File: src/rtl/dual_issue_pkg.sv
package dual_issue_pkg;
  localparam int INST_W    = 32;
  localparam int OP_W      = 6;
  localparam int REG_W     = 5;
  localparam int OP_LSB    = INST_W - OP_W;
  localparam int SRC_A_LSB = OP_LSB - REG_W;
  localparam int SRC_B_LSB = SRC_A_LSB - REG_W;
  localparam int N_SLOTS   = 2;

  typedef enum logic [3:0] {
    CL_INT, CL_BR, CL_LD, CL_ST, CL_FLD, CL_FST, CL_MTF, CL_MFF, CL_FOP, CL_OTH
  } op_class_e;
endpackage

File: src/rtl/pair_op_decode.sv
module pair_op_decode
  import dual_issue_pkg::*;
(
  input  logic [OP_W-1:0] op_i,
  output op_class_e       cls_o
);
  always_comb begin
    case (op_i) inside
      6'h00, [6'h08:6'h0F]: cls_o = CL_INT;
      [6'h02:6'h05]:        cls_o = CL_BR;
      [6'h20:6'h27]:        cls_o = CL_LD;
      [6'h28:6'h2F]:        cls_o = CL_ST;
      6'h30:                cls_o = CL_FLD;
      6'h31:                cls_o = CL_FST;
      6'h32:                cls_o = CL_MTF;
      6'h33:                cls_o = CL_MFF;
      6'h01:                cls_o = CL_FOP;
      default:              cls_o = CL_OTH;
    endcase
  end
endmodule

File: src/rtl/pair_issue_rules.sv
module pair_issue_rules
  import dual_issue_pkg::*;
#(
  parameter bit EXTRA_FP_PORTS = 1'b0
) (
  input  op_class_e        cls0_i,
  input  op_class_e        cls1_i,
  input  logic [REG_W-1:0] dst0_i,
  input  logic [REG_W-1:0] srca1_i,
  input  logic [REG_W-1:0] srcb1_i,
  output logic             split_req_o
);
  logic pattern_ok, writes_fp0, raw_hit, port_block;

  assign pattern_ok = (cls0_i inside {CL_INT, CL_BR, CL_LD, CL_ST,
                                      CL_FLD, CL_FST, CL_MTF, CL_MFF})
                      && (cls1_i == CL_FOP);
  assign writes_fp0 = cls0_i inside {CL_FLD, CL_MTF};
  assign raw_hit    = writes_fp0 && ((dst0_i == srca1_i) || (dst0_i == srcb1_i));

  generate
    if (EXTRA_FP_PORTS) begin : g_extra_ports
      assign port_block = 1'b0;
    end else begin : g_shared_ports
      // FP transfer in slot 0 competes with the FP op for register ports
      assign port_block = cls0_i inside {CL_FLD, CL_FST, CL_MTF, CL_MFF};
    end
  endgenerate

  assign split_req_o = !pattern_ok || raw_hit || port_block;
endmodule

File: src/rtl/dual_issue_pair.sv
module dual_issue_pair
  import dual_issue_pkg::*;
#(
  parameter bit EXTRA_FP_PORTS = 1'b0
) (
  input  logic              clk_i,
  input  logic              rst_ni,
  input  logic              pair_valid_i,
  input  logic [INST_W-1:0] inst0_i,
  input  logic [INST_W-1:0] inst1_i,
  output logic              pair_ack_o,
  output logic              slot0_issue_o,
  output logic              slot1_issue_o,
  output logic              split_o,
  output logic [INST_W-1:0] slot0_inst_o,
  output logic [INST_W-1:0] slot1_inst_o
);
  logic [INST_W-1:0] slot_inst [N_SLOTS];
  op_class_e         cls       [N_SLOTS];
  logic              split_req;
  logic              held_v_q;
  logic [INST_W-1:0] held_inst_q;
  logic              fresh;

  assign slot_inst[0] = inst0_i;
  assign slot_inst[1] = inst1_i;

  for (genvar g = 0; g < N_SLOTS; g++) begin : g_dec
    pair_op_decode u_dec (
      .op_i  (slot_inst[g][INST_W-1:OP_LSB]),
      .cls_o (cls[g])
    );
  end

  pair_issue_rules #(.EXTRA_FP_PORTS(EXTRA_FP_PORTS)) u_rules (
    .cls0_i      (cls[0]),
    .cls1_i      (cls[1]),
    .dst0_i      (inst0_i[SRC_B_LSB +: REG_W]),
    .srca1_i     (inst1_i[SRC_A_LSB +: REG_W]),
    .srcb1_i     (inst1_i[SRC_B_LSB +: REG_W]),
    .split_req_o (split_req)
  );

  // a held instruction always drains alone before a new pair is accepted
  assign fresh         = pair_valid_i && !held_v_q;
  assign pair_ack_o    = fresh;
  assign slot0_issue_o = held_v_q || pair_valid_i;
  assign slot1_issue_o = fresh && !split_req;
  assign split_o       = fresh && split_req;
  assign slot0_inst_o  = held_v_q ? held_inst_q : (pair_valid_i ? inst0_i : '0);
  assign slot1_inst_o  = slot1_issue_o ? inst1_i : '0;

  always_ff @(posedge clk_i or negedge rst_ni) begin
    if (!rst_ni) begin
      held_v_q    <= 1'b0;
      held_inst_q <= '0;
    end else if (split_o) begin
      held_v_q    <= 1'b1;
      held_inst_q <= inst1_i;
    end else begin
      held_v_q    <= 1'b0;
    end
  end

  p_slot1_needs_slot0_r2: assert property (@(posedge clk_i) disable iff (!rst_ni)
    slot1_issue_o |-> slot0_issue_o);

  p_split_alone_r3: assert property (@(posedge clk_i) disable iff (!rst_ni)
    split_o |-> (slot0_issue_o && !slot1_issue_o && pair_ack_o));

  p_slot1_fp_only_r4: assert property (@(posedge clk_i) disable iff (!rst_ni)
    slot1_issue_o |-> (cls[1] == CL_FOP));

  p_raw_blocks_r5: assert property (@(posedge clk_i) disable iff (!rst_ni)
    (fresh && (cls[0] inside {CL_FLD, CL_MTF})
     && (inst0_i[SRC_B_LSB +: REG_W] == inst1_i[SRC_A_LSB +: REG_W]))
    |-> !slot1_issue_o);

  p_held_next_r8: assert property (@(posedge clk_i) disable iff (!rst_ni)
    split_o |=> (slot0_issue_o && !slot1_issue_o && !pair_ack_o
                 && (slot0_inst_o == $past(inst1_i))));

  p_idle_r10: assert property (@(posedge clk_i) disable iff (!rst_ni)
    (!pair_valid_i && !held_v_q) |-> (!slot0_issue_o && !pair_ack_o));

  if (!EXTRA_FP_PORTS) begin : g_chk_shared
    p_no_port_pair_r6: assert property (@(posedge clk_i) disable iff (!rst_ni)
      slot1_issue_o |-> !(cls[0] inside {CL_FLD, CL_FST, CL_MTF, CL_MFF}));
  end
endmodule

File: config.mk
export PLATFORM = sky130hd
export DESIGN_NAME = dual_issue_pair
export DESIGN_NICKNAME = d
export VERILOG_FILES = /design/src/rtl/dual_issue_pkg.sv /design/src/rtl/pair_op_decode.sv /design/src/rtl/pair_issue_rules.sv /design/src/rtl/dual_issue_pair.sv
export SDC_FILE = /design/constraint.sdc
export NUM_CORES = 1
export LEC_CHECK = 0
export BUFFER_PORTS_ARGS = -buffer_cell sky130_fd_sc_hd__buf_2
export CORE_ASPECT_RATIO = 0.75
export CORE_UTILIZATION = 35
export DETAILED_ROUTE_END_ITERATION = 10
export MAX_ROUTING_LAYER = met4
export PLACE_DENSITY = 0.83
export SLEW_MARGIN = 25
export SYNTH_ARGS = -nofsm -noshare
export SYNTH_HDL_FRONTEND = slang
export SYNTH_SLANG_ARGS = --single-unit
File: constraint.sdc
create_clock -name clk_i -period 1.61 [get_ports clk_i]
set_input_delay 0.2415 -clock clk_i [delete_from_list [all_inputs] [get_ports clk_i]]
set_output_delay 0.2415 -clock clk_i [all_outputs]
set_load 0.005 [all_outputs]
==> out/qor.txt <==
initial antenna violation count = 0
Yosys cell types = 22
sw frac = 0.272
register bit total from synthesis = 33
Initial Util = 0.366
final setup skew = 0.00402 ns
compound-cell area share of the yosys netlist = 0.143
Hold WC Path Type = input port to asynchronous set/reset pin
Final Power = 2330 µW
Syn Inst Count = 165
Syn-to-layout area delta = 68.1%
Core Rows = 23
headroom to the max-slew limit = 0.497
drt drc = 0
Pint = 1690 µW
top cell type's share of synthesized area = 0.422
largest family of logic cells by synthesized area = multiplexers
via count = 1865
Die Span Y = 66.8 µm
flop2flop setup slack = -0.01 ns
Max Cap Viol = 0
final std cells w/o fill = 386
total CTS buffers = 5
Synth Area in Simple Gates = 0.138
Total GRT Usage = 0.189
Placeable Area = 5350 µm²
worst slew pin tran = 0.754 ns
largest net degree at the start of global routing = 40
Clock power frac = 0.253
min cycle time layout = 1.84 ns
fin nets = 377
clock root buffer = clkbuf_8
Comb pwr share = 0.303
number of detailed-route iterations in the first pass = 5
routability cong. = 0.782
GR Overflow Total = 0
Setup WS post-layout = -0.234 ns
antenna diode count = 0
Synth Area in XOR/XNOR = 0
post-detailed-route count of antenna-violating nets = 0
Post-Synthesis Cell Area = 1960 µm²
Worst R2R Path Depth = 7
TritonCTS clock tree = built
first-pass GRT wire length = 7.98 mm
Clock Sinks = 33
mux contribution to synthesized area = 0.240
nature of the critical path startpoint = input port
dpl ws = -0.350 ns
Longest Clk Path Bufs = 2
PortBufs = 129
Synth Area in Adders = 0
die width = 88.3 µm
final setup violation count = 51
# H-tree levels = 2
Data required, critical path = 1.37 ns
DP Wirelength = 3.92 mm
layout cells sized above 1 = 0.720
placed cell count = 366
reg-to-reg startpoint = held_v_q$_DFF_PN0_
Hold Worst Slack = 0.0323 ns
kind of critical path = input port to output pin
commonest non-fill, non-tap cell in the layout = buf_2
cell taking the most area after synthesis = dfrtp_1
Final Hold Fails = 0
CP endpoint kind = output pin
most frequent cells in the layout = buf_2, buf_6, dfrtp_1
Avg Vias per Cell = 4.83
Final TNS setup = -8.13 ns
Worst R2R End = held_inst_q[29]$_DFFE_PN0P_
average size of a mapped cell = 11.9 µm²
Worst EP arrival = 1.60 ns
I/O pin cnt = 135
Clock transition at path regs = 0.07 ns
sequential share of power = 0.443
Pwr Density = 707 nW/µm²
outcome = finished, violations left
WL per Instance = 16.0 µm
fmax = 542 MHz
maximum fanout along the worst path = 7
vias in the first global route = 1687
LEAKAGE = 0.00175 µW
RSZ-0062 raised after global routing = true
Yosys warning count = 0
initial DRC count = 41
switching power = 632 µW
Max IR drop VDD = 0.000371 V
sequential-to-total area share from yosys stat = 0.422
Tcrit/Tclk final = 1.15
failing checks = setup timing
die footprint = 5900 µm²
Max Slew Vio Count = 0
number of fill cells = 446
DRT Wirelength = 6.16 mm
worst skew pair latency = 0.27 ns
Synth area leaders = dfrtp_1, mux2_4, a22o_1
==> how the worst max path moves through the flow <==
stage	endpoint	slack [ns]	startpoint	cells after the start
floorplan	held_inst_q[0]$_DFFE_PN0P_	-0.06	inst0_i[27]	5
global placement	slot1_inst_o[25]	-0.31	inst1_i[28]	7
detailed placement	slot1_inst_o[7]	-0.35	inst1_i[28]	7
CTS	split_o	-0.22	inst0_i[27]	8
global route	slot1_inst_o[15]	-0.26	held_v_q$_DFF_PN0_	6
finish	slot1_inst_o[15]	-0.23	inst0_i[28]	8
==> power by group through the flow <==
stage               clock, µW  combinational, µW  sequential, µW
CTS                       618                656            1030
global placement            0                613            1040
floorplan                   0                382            1020
detailed placement          0                631            1040
finish                    589                705            1030
global route              659                766            1040
==> synth_stat cells <==
master    count
a211oi_2      1
a22o_1       26
and2_1       26
buf_1         2
buf_4         5
buf_6         3
clkbuf_1      7
conb_1        1
dfrtp_1      33
inv_1         1
mux2_2        3
mux2_4       29
nand2_1      14
nor2b_1       1
nor3_1        1
nor3b_1       1
nor3b_2       1
nor4b_1       1
o21ai_0       6
o21ai_2       1
or2_2         1
or3b_1        1
==> critical path, stage by stage <==
cell,delay [ns]
buf_8,0.10
or3b_4,0.39
a211oi_4,0.28
nor3b_4,0.08
buf_6,0.13
buf_6,0.13
and2_4,0.14
buf_6,0.11
==> registers in the layout (all words and copies together), names as in the netlist <==
name	cells
held_v_q	1
held_inst_q	32
==> cells by family after synthesis <==
kind of cell,after synthesis
mux,32
flops,33
buf+inv,18
compound gates,34
other cells,1
simple gates,47
==> routing by layer <==
metal	routed length, µm	track usage	vias up
met4	29	0.0544	0
li1	-	-	868
met1	2630	0.218	908
met3	430	0.0508	2
met5	0	-	-
met2	3070	0.323	87
==> cell type report <==
type                       instances  area [µm²]  area share
timing repair buffer             151        1130       0.344
clock inverter                     2        10.0     0.00304
multi-input combinational        118        1150       0.350
inverter                           1        3.75     0.00114
clock buffer                       6        72.6      0.0221
tap                               75        93.8      0.0285
sequential                        33         826       0.251
==> metrics by stage <==
| stage | area (µm²) | utilization |
|---|---|---|
| floorplan | 1970 | - |
| global placement | 2720 | 0.507 |
| detailed placement | 2720 | 0.507 |
| CTS | 2940 | 0.550 |
| global route | 3290 | 0.615 |
| finish | 3290 | 0.615 |
==> repair_timing <==
action                                  4_1_cts  5_1_grt
endpoints found under the setup margin       62       90
setup buffers                                 3        5
gates resized for setup                      25       57
gates cloned                                  1        3
pin swaps                                     1       30
hold buffers                                  0        0
No activity file was read; power rests on OpenSTA's default activity.
